<file path="config.mk">
export PLATFORM = sky130hd
export DESIGN_NAME = tree_node_router
export DESIGN_NICKNAME = d
export VERILOG_FILES = /design/src/rtl/tnr_pkg.sv /design/src/rtl/tnr_range_table.sv /design/src/rtl/tnr_in_track.sv /design/src/rtl/tnr_out_arb.sv /design/src/rtl/tree_node_router.sv
export SDC_FILE = /design/constraint.sdc
export NUM_CORES = 2
export LEC_CHECK = 0
export BUFFER_PORTS_ARGS = -buffer_cell sky130_fd_sc_hd__buf_2
export CAP_MARGIN = 20
export CORE_MARGIN = 2
export CORE_UTILIZATION = 55
export CTS_CLUSTER_SIZE = 10
export DETAILED_ROUTE_END_ITERATION = 16
export PLACE_DENSITY = 0.86
export RECOVER_POWER = 50
export REMOVE_ABC_BUFFERS = 1
export SKIP_LAST_GASP = 1
export SLEW_MARGIN = 20
export SYNTH_ARGS = -nofsm -noshare
export SYNTH_HDL_FRONTEND = slang
export SYNTH_HIERARCHICAL = 1
export SYNTH_SLANG_ARGS = --single-unit
</file>
<file path="constraint.sdc">
create_clock -name clk -period 5.5 [get_ports clk]
set_input_delay 0.55 -clock clk [delete_from_list [all_inputs] [get_ports clk]]
set_output_delay 0.55 -clock clk [all_outputs]
set_load 0.1 [all_outputs]
</file>
<file path="src/rtl/tnr_pkg.sv">
`timescale 1ns/1ps
package tnr_pkg;
  // Output ownership state of one arbiter
  typedef enum logic {ARB_OPEN = 1'b0, ARB_HELD = 1'b1} arb_state_e;

  // Index of the upward (parent) port
  localparam int UP_PORT = 0;

  function automatic int wrap_inc(input int v, input int n);
    return (v + 1 >= n) ? 0 : v + 1;
  endfunction
endpackage

</file>
<file path="src/rtl/tnr_range_table.sv">
`timescale 1ns/1ps
module tnr_range_table
  import tnr_pkg::*;
#(
  parameter int CHILDREN = 4,
  parameter int ADDR_W   = 12,
  parameter int SEL_W    = 3,
  parameter int LOOKUPS  = 5,
  localparam int NP      = CHILDREN + 1
) (
  input  logic                       clk,
  input  logic                       rst_n,
  input  logic                       cfg_we,
  input  logic [SEL_W-1:0]           cfg_sel,
  input  logic [ADDR_W-1:0]          cfg_lo,
  input  logic [ADDR_W-1:0]          cfg_hi,
  input  logic [LOOKUPS*ADDR_W-1:0]  look_addr,
  output logic [LOOKUPS*NP-1:0]      look_port
);
  // entry c holds the range of child c+1
  logic [ADDR_W-1:0] lo_q [CHILDREN];
  logic [ADDR_W-1:0] hi_q [CHILDREN];

  always_ff @(posedge clk) begin
    if (!rst_n) begin
      for (int c = 0; c < CHILDREN; c++) begin
        lo_q[c] <= '1;
        hi_q[c] <= '0;
      end
    end else if (cfg_we) begin
      for (int c = 0; c < CHILDREN; c++) begin
        if (cfg_sel == SEL_W'(c + 1)) begin
          lo_q[c] <= cfg_lo;
          hi_q[c] <= cfg_hi;
        end
      end
    end
  end

  for (genvar l = 0; l < LOOKUPS; l++) begin : g_look
    logic [ADDR_W-1:0]   addr;
    logic [CHILDREN-1:0] hit;
    logic [NP-1:0]       oh;

    assign addr = look_addr[l*ADDR_W +: ADDR_W];

    for (genvar c = 0; c < CHILDREN; c++) begin : g_cmp
      assign hit[c] = (addr >= lo_q[c]) && (addr <= hi_q[c]);
    end

    always_comb begin
      int dst;
      dst = UP_PORT;
      if (!addr[ADDR_W-1]) begin
        for (int c = CHILDREN - 1; c >= 0; c--) begin
          if (hit[c]) dst = c + 1;
        end
      end
      oh      = '0;
      oh[dst] = 1'b1;
    end

    assign look_port[l*NP +: NP] = oh;
  end
endmodule

</file>
<file path="src/rtl/tnr_in_track.sv">
`timescale 1ns/1ps
module tnr_in_track #(
  parameter int NP = 5
) (
  input  logic          clk,
  input  logic          rst_n,
  input  logic          valid,
  input  logic          ready,
  input  logic          sop,
  input  logic          eop,
  input  logic [NP-1:0] route_now,
  output logic [NP-1:0] target
);
  logic          mid_q;
  logic [NP-1:0] route_q;
  logic          fire;

  assign fire = valid & ready;

  always_ff @(posedge clk) begin
    if (!rst_n) begin
      mid_q   <= 1'b0;
      route_q <= '0;
    end else if (fire) begin
      if (sop) route_q <= route_now;
      mid_q <= !eop;
    end
  end

  // payload flits follow the route latched from their header
  assign target = mid_q ? route_q : route_now;
endmodule

</file>
<file path="src/rtl/tnr_out_arb.sv">
`timescale 1ns/1ps
module tnr_out_arb
  import tnr_pkg::*;
#(
  parameter int NP     = 5,
  parameter int FLIT_W = 32,
  localparam int SW    = (NP > 1) ? $clog2(NP) : 1
) (
  input  logic                 clk,
  input  logic                 rst_n,
  input  logic [NP-1:0]        req,
  input  logic [NP-1:0]        in_sop,
  input  logic [NP-1:0]        in_eop,
  input  logic [NP*FLIT_W-1:0] in_data,
  input  logic                 out_ready,
  output logic                 out_valid,
  output logic                 out_sop,
  output logic                 out_eop,
  output logic [FLIT_W-1:0]    out_data,
  output logic [NP-1:0]        grant
);
  arb_state_e    state_q;
  logic [SW-1:0] ptr_q, owner_q, pick, sel;
  logic          any_req, held, fire;

  // round-robin pick starting at ptr_q
  always_comb begin
    int idx;
    pick    = '0;
    any_req = 1'b0;
    for (int k = NP - 1; k >= 0; k--) begin
      idx = int'(ptr_q) + k;
      if (idx >= NP) idx = idx - NP;
      if (req[idx]) begin
        pick    = SW'(idx);
        any_req = 1'b1;
      end
    end
  end

  assign held      = (state_q == ARB_HELD);
  assign sel       = held ? owner_q : pick;
  assign out_valid = held ? req[owner_q] : any_req;
  assign out_data  = in_data[int'(sel)*FLIT_W +: FLIT_W];
  assign out_sop   = in_sop[sel];
  assign out_eop   = in_eop[sel];
  assign fire      = out_valid & out_ready;

  always_comb begin
    grant = '0;
    if (out_valid) grant[sel] = 1'b1;
  end

  always_ff @(posedge clk) begin
    if (!rst_n) begin
      state_q <= ARB_OPEN;
      owner_q <= '0;
      ptr_q   <= '0;
    end else if (!held) begin
      if (any_req) begin
        ptr_q <= SW'(wrap_inc(int'(pick), NP));
        if (!(fire && out_eop)) begin
          state_q <= ARB_HELD;
          owner_q <= pick;
        end
      end
    end else if (fire && out_eop) begin
      state_q <= ARB_OPEN;
    end
  end
endmodule

</file>
<file path="src/rtl/tree_node_router.sv">
`timescale 1ns/1ps
module tree_node_router #(
  parameter int CHILDREN = 4,
  parameter int TYPE_W   = 8,
  parameter int ADDR_W   = 12,
  localparam int NP      = CHILDREN + 1,
  localparam int FLIT_W  = TYPE_W + 2 * ADDR_W,
  localparam int SEL_W   = $clog2(NP)
) (
  input  logic                 clk,
  input  logic                 rst_n,
  input  logic                 cfg_we,
  input  logic [SEL_W-1:0]     cfg_sel,
  input  logic [ADDR_W-1:0]    cfg_lo,
  input  logic [ADDR_W-1:0]    cfg_hi,
  input  logic [NP-1:0]        in_valid,
  output logic [NP-1:0]        in_ready,
  input  logic [NP-1:0]        in_sop,
  input  logic [NP-1:0]        in_eop,
  input  logic [NP*FLIT_W-1:0] in_data,
  output logic [NP-1:0]        out_valid,
  input  logic [NP-1:0]        out_ready,
  output logic [NP-1:0]        out_sop,
  output logic [NP-1:0]        out_eop,
  output logic [NP*FLIT_W-1:0] out_data
);
  logic [NP*ADDR_W-1:0] dest_all;
  logic [NP*NP-1:0]     route_flat;   // [i*NP+o]: header on input i maps to output o
  logic [NP*NP-1:0]     target_flat;  // [i*NP+o]
  logic [NP*NP-1:0]     grant_flat;   // [o*NP+i]

  for (genvar i = 0; i < NP; i++) begin : g_dest
    assign dest_all[i*ADDR_W +: ADDR_W] = in_data[i*FLIT_W + ADDR_W +: ADDR_W];
  end

  tnr_range_table #(
    .CHILDREN(CHILDREN), .ADDR_W(ADDR_W), .SEL_W(SEL_W), .LOOKUPS(NP)
  ) u_table (
    .clk(clk), .rst_n(rst_n),
    .cfg_we(cfg_we), .cfg_sel(cfg_sel), .cfg_lo(cfg_lo), .cfg_hi(cfg_hi),
    .look_addr(dest_all), .look_port(route_flat)
  );

  for (genvar i = 0; i < NP; i++) begin : g_in
    tnr_in_track #(.NP(NP)) u_trk (
      .clk(clk), .rst_n(rst_n),
      .valid(in_valid[i]), .ready(in_ready[i]),
      .sop(in_sop[i]), .eop(in_eop[i]),
      .route_now(route_flat[i*NP +: NP]),
      .target(target_flat[i*NP +: NP])
    );
  end

  for (genvar o = 0; o < NP; o++) begin : g_out
    logic [NP-1:0] req;
    for (genvar i = 0; i < NP; i++) begin : g_req
      assign req[i] = in_valid[i] & target_flat[i*NP + o];
    end
    tnr_out_arb #(.NP(NP), .FLIT_W(FLIT_W)) u_arb (
      .clk(clk), .rst_n(rst_n),
      .req(req), .in_sop(in_sop), .in_eop(in_eop), .in_data(in_data),
      .out_ready(out_ready[o]),
      .out_valid(out_valid[o]), .out_sop(out_sop[o]), .out_eop(out_eop[o]),
      .out_data(out_data[o*FLIT_W +: FLIT_W]),
      .grant(grant_flat[o*NP +: NP])
    );
  end

  for (genvar i = 0; i < NP; i++) begin : g_rdy
    logic [NP-1:0] g;
    for (genvar o = 0; o < NP; o++) begin : g_or
      assign g[o] = grant_flat[o*NP + i] & out_ready[o];
    end
    assign in_ready[i] = |g;
  end
endmodule

</file>
==> metrics.md, run 1 <==
| Metric | Value |
|---|---|
| Outcome | aborted with a tool error |
| Fail Step | 5_1_grt |
| Error | [ERROR GRT-0116] Global routing finished with congestion. Check the congestion regions in the DRC Viewer. |
| I/O pin total | 390 |
| Hold-fix buffers, CTS | 0 |
| Overflow after GRT | 236 |
| Mapped Avg Cell Area | 8.52 um2 |
| Mapped Cells | 3569 |
| Vias in the first global route | 48600 |
| Die height | 239 um |
| PortBufs | 389 |
| Post-synthesis async set-or-reset flop share | 0% |
| Synth area leaders | ha_1 (23%), edfxtp_1 (9.5%), mux2i_1 (9.3%) |
| Yosys cell types | 103 |
| HPWL after DPL | 108 mm |
| # rows | 86 |
| Die Wd | 239 um |
| Post-synth EDFFs | 96 |
| Top post-synthesis cells by count | ha_1 (555), mux2i_1 (282), nand2_1 (241) |
| Initial Util | 55.4% |
| H-tree levels | 4 |
| Sequential share of the synthesized area | 13.8% |
| Clock Tree Buf Depth | 2 |
| Cell with the most instances after synthesis | ha_1 |
| Yosys warnings | 6 |
| Yosys reg bits | 161 |
| Gpl congestion | 1.13 |
| Root Buffer Master | clkbuf_16 |
| Largest area contributor in the netlist | ha_1 |
| Tot GR Track Use | 75.4% |
| TritonCTS buffer count | 17 |
| Synth top area share | 22.8% |
| First-pass GRT wire length | 327 mm |
| TritonCTS sink count | 161 |
| Main synth FF type | edfxtp_1 |
| Synth Cell Area | 0.0304 mm2 |
| Largest net degree at the start of global routing | 91 |
[cells by family after synthesis]
group / Yosys count / share of synthesized area (%)
compound gates: 1145 / 27.7
xor+xnor: 28 / 0.906
fa+ha+maj: 555 / 22.8
buf+inv: 367 / 5.50
flops: 161 / 13.8
mux: 331 / 11.7
simple gates: 982 / 17.5
[layer usage]
layer | global-route usage (%) | GRT overflow
met4 | 72.4 | 109
met1 | 74.9 | 13
met5 | 42.2 | 1
met3 | 66.6 | 5
met2 | 87.6 | 108
[through the flow]
| stage | TNS (ns) | cell area, um2 | hold WS (ns) | setup slack, ns | std cells |
|---|---|---|---|---|---|
| 4_1_cts | -155.18 | 43300 | 0.334 | -0.965 | 5258 |
| 2_1_floorplan | -559.27 | 29400 | 0.431 | -2.80 | 3376 |
| 3_5_place_dp | -197.53 | 40600 | 0.454 | -1.33 | 5136 |
| 3_3_place_gp | -147.71 | 40600 | 0.438 | -1.06 | 5136 |
[timing repair]
item | in CTS
cloned | 20
resized for setup | 254
pin swaps | 98
setup buffers | 72
setup endpoints to repair | 230
==> run 2: changes to the inputs <==
--- a/config.mk
+++ b/config.mk
@@ -8,10 +8,9 @@
 export BUFFER_PORTS_ARGS = -buffer_cell sky130_fd_sc_hd__buf_2
 export CAP_MARGIN = 20
 export CORE_MARGIN = 2
-export CORE_UTILIZATION = 55
-export CTS_CLUSTER_SIZE = 10
+export CORE_UTILIZATION = 40
 export DETAILED_ROUTE_END_ITERATION = 16
-export PLACE_DENSITY = 0.86
+export PLACE_DENSITY_LB_ADDON = 0.15
 export RECOVER_POWER = 50
 export REMOVE_ABC_BUFFERS = 1
 export SKIP_LAST_GASP = 1
==> constraint.sdc (replaced) <==
create_clock -name clk -period 7.15 [get_ports clk]
set_input_delay 0.715 -clock clk [delete_from_list [all_inputs] [get_ports clk]]
set_output_delay 0.715 -clock clk [all_outputs]
set_load 0.1 [all_outputs]
==> metrics.md, run 2 <==
| Metric | Value |
|---|---|
| Outcome | finished with violations |
| Failing checks | capacitance limit, slew limit, setup timing |
| Main synth FF type | edfxtp_1 |
| CTS tree | done |
| Crit path largest cell delay | 0.72 ns |
| Met3 usage | 4.94% |
| Clock latency on the worst-skew pair | 0.49 ns |
| TritonCTS sink count | 161 |
| First-pass GRT wire length | 194 mm |
| Top post-synthesis cells by count | ha_1 (555), mux2i_1 (282), nand2_1 (241) |
| CP max-delay cell | a222oi_1 |
| Core Util, Final | 51.1% |
| Synth Cell Area | 0.0304 mm2 |
| Worst path top cell family by delay | compound AO/OA/AOI/OAI gates |
| Yosys cell types | 103 |
| Most Crowded Layer GR | met2 |
| Yosys warnings | 6 |
| Vias in the first global route | 31100 |
| Drt pass-1 iters | 12 |
| Setup CP Type | in2out |
| Post-synthesis async set-or-reset flop share | 0% |
| Post-route DRC | 0 |
| Critical Path RT | 6.43 ns |
| Hold-fix buffers, CTS | 0 |
| Tmin final | 7.16 ns |
| Layout fillers | 7080 |
| Largest area contributor in the netlist | ha_1 |
| Area grow syn2layout | 27.0% |
| Core area | 0.0756 mm2 |
| Clock Tree Buf Depth | 2 |
| Sequential share of the synthesized area | 13.8% |
| Die Area | 0.0782 mm2 |
| Synth area leaders | ha_1 (23%), edfxtp_1 (9.5%), mux2i_1 (9.3%) |
| MaxCap Viol Count | 4 |
| Type of the most critical hold path | reg2reg |
| Setup violators final | 1 |
| Most frequent cells in the layout | ha_1 (554), mux2i_1 (282), nand2_1 (241) |
| I/O pin total | 390 |
| Overflow after GRT | 0 |
| Slew of the pin with the lowest slew margin | 4.16 ns |
| Fraction of layout cells with a size suffix above 1 | 21.1% |
| Fmax achieved | 140 MHz |
| Routed WL per cell | 26.0 um |
| Gpl congestion | 0.963 |
| Synth top area share | 22.8% |
| Most used cell along the critical path | buf_12 |
| Die height | 280 um |
| Met2 Use GR | 51.0% |
| HPWL after DPL | 98.4 mm |
| Worst Path Arrival | 6.44 ns |
| Reg clk slew, reported paths | 0.07 ns |
| Tot GR Track Use | 32.2% |
| # rows | 101 |
| Final Cycle Share | 100% |
| Worst clock skew | 0.0136 ns |
| TritonCTS buffer count | 17 |
| Largest regs | u_table/hi_q: 48 flops, u_table/lo_q: 48 flops, g_in.u_trk/route_q: 25 flops |
| Final #Nets | 4798 |
| Number of DRC markers in iteration 0 | 4184 |
| Largest net degree at the start of global routing | 71 |
| H-tree levels | 4 |
| Mapped Cells | 3569 |
| Most common cell after layout, fill and taps aside | ha_1 |
| Root Buffer Master | clkbuf_16 |
| Crit path capture type | output pin |
| PortBufs | 389 |
| Met1 Track Usage GR | 42.9% |
| Worst Path Buf+Inv | 9 |
| RSZ-0062 raised after global routing | true |
| Cell with the most instances after synthesis | ha_1 |
| Multi-input logic area | 0.0249 mm2 |
| Initial Util | 40.2% |
| Crit Path Max Fanout | 14 |
| Max_slew headroom | -180% |
| Pre-CTS setup slack | -0.258 ns |
| Yosys reg bits | 161 |
| Final ANT Viol Nets | 0 |
| DR vias | 33200 |
| CP Depth | 27 |
| WHS Path Cells | 2 |
| Post-Route WL | 131 mm |
| Max Slew Vio Count | 98 |
| Initial antenna violation count | 10 |
| Via-per-instance ratio | 6.59 |
| Worst Reg-to-Reg Cells | 25 |
| Die Wd | 280 um |
| Final Hold Fails | 0 |
| Post-synth EDFFs | 96 |
| Register area | 0.00418 mm2 |
| Fin worst setup slack | -0.00565 ns |
| Mapped Avg Cell Area | 8.52 um2 |
| CP Launch Type | primary input |
run 2: cell counts after synthesis:
Identical to the previous run, type by type.
run 2: cells by family after synthesis:
logic type      after synthesis  share of synthesized area (%)
simple gates                982                           17.5
flops                       161                           13.8
buf+inv                     367                           5.50
fa+ha+maj                   555                           22.8
compound gates             1145                           27.7
mux                         331                           11.7
xor+xnor                     28                          0.906
run 2: path summary, 6_finish.rpt:
check                                                        endpoint                                   from  slack, ns
worst max register to register  g_in[0].u_trk/route_q[0]$_SDFFE_PN0P_       u_table/lo_q[1][0]$_SDFFCE_PN1P_       1.01
worst min-delay path            g_in[3].u_trk/route_q[4]$_SDFFE_PN0P_  g_in[3].u_trk/route_q[4]$_SDFFE_PN0P_       0.46
worst max-delay path                                    out_data[112]                           in_data[108]     -0.006
worst min register to register  g_in[3].u_trk/route_q[4]$_SDFFE_PN0P_  g_in[3].u_trk/route_q[4]$_SDFFE_PN0P_       0.46
run 2: per-stage QoR:
stage / hold WS (ns) / area, um2 / cells / setup TNS (ns)
after global placement: 0.438 / 37600 / 4965 / -0.263
final: 0.457 / 38600 / 5033 / -0.00565
after CTS: 0.459 / 38200 / 5004 / 0
after detailed placement: 0.448 / 37600 / 4965 / -0.258
after floorplan: 0.431 / 29400 / 3376 / -259.78
after global routing: 0.470 / 38600 / 5032 / -0.0722
run 2: what timing repair did:
item,in CTS,in global routing
pin swaps,2,18
gates cloned,0,1
hold endpoints to repair,0,0
resized for setup,7,75
buffers inserted,7,18
endpoints found under the setup margin,2,120
run 2: routing by layer:
layer | up-vias | part of all wire, %
li1 | 15000 | -
met1 | 16000 | 42
met2 | 1777 | 45
met3 | 307 | 8.6
met4 | 2 | 4.5
met5 | - | 0.015
run 2: tightest hold or removal path, cell delays in order, from the launching register on:
cell	delay, ns
dfxtp_1	0.31
nand2_1	0.05
mux2i_1	0.05
run 2: final cells by class:
cell class	count	share of cell area, %
multi-input combinational	3041	64.5
tap	978	3.17
inverter	174	1.75
clock buffer	24	1.28
clock inverter	8	0.253
antenna	9	0.0583
sequential	161	10.8
timing repair buffer	638	18.1
Power of run 2 is left out: the tool's default activity adds up to more than one toggle a clock period on the data nets, which glitch-free logic cannot reach.
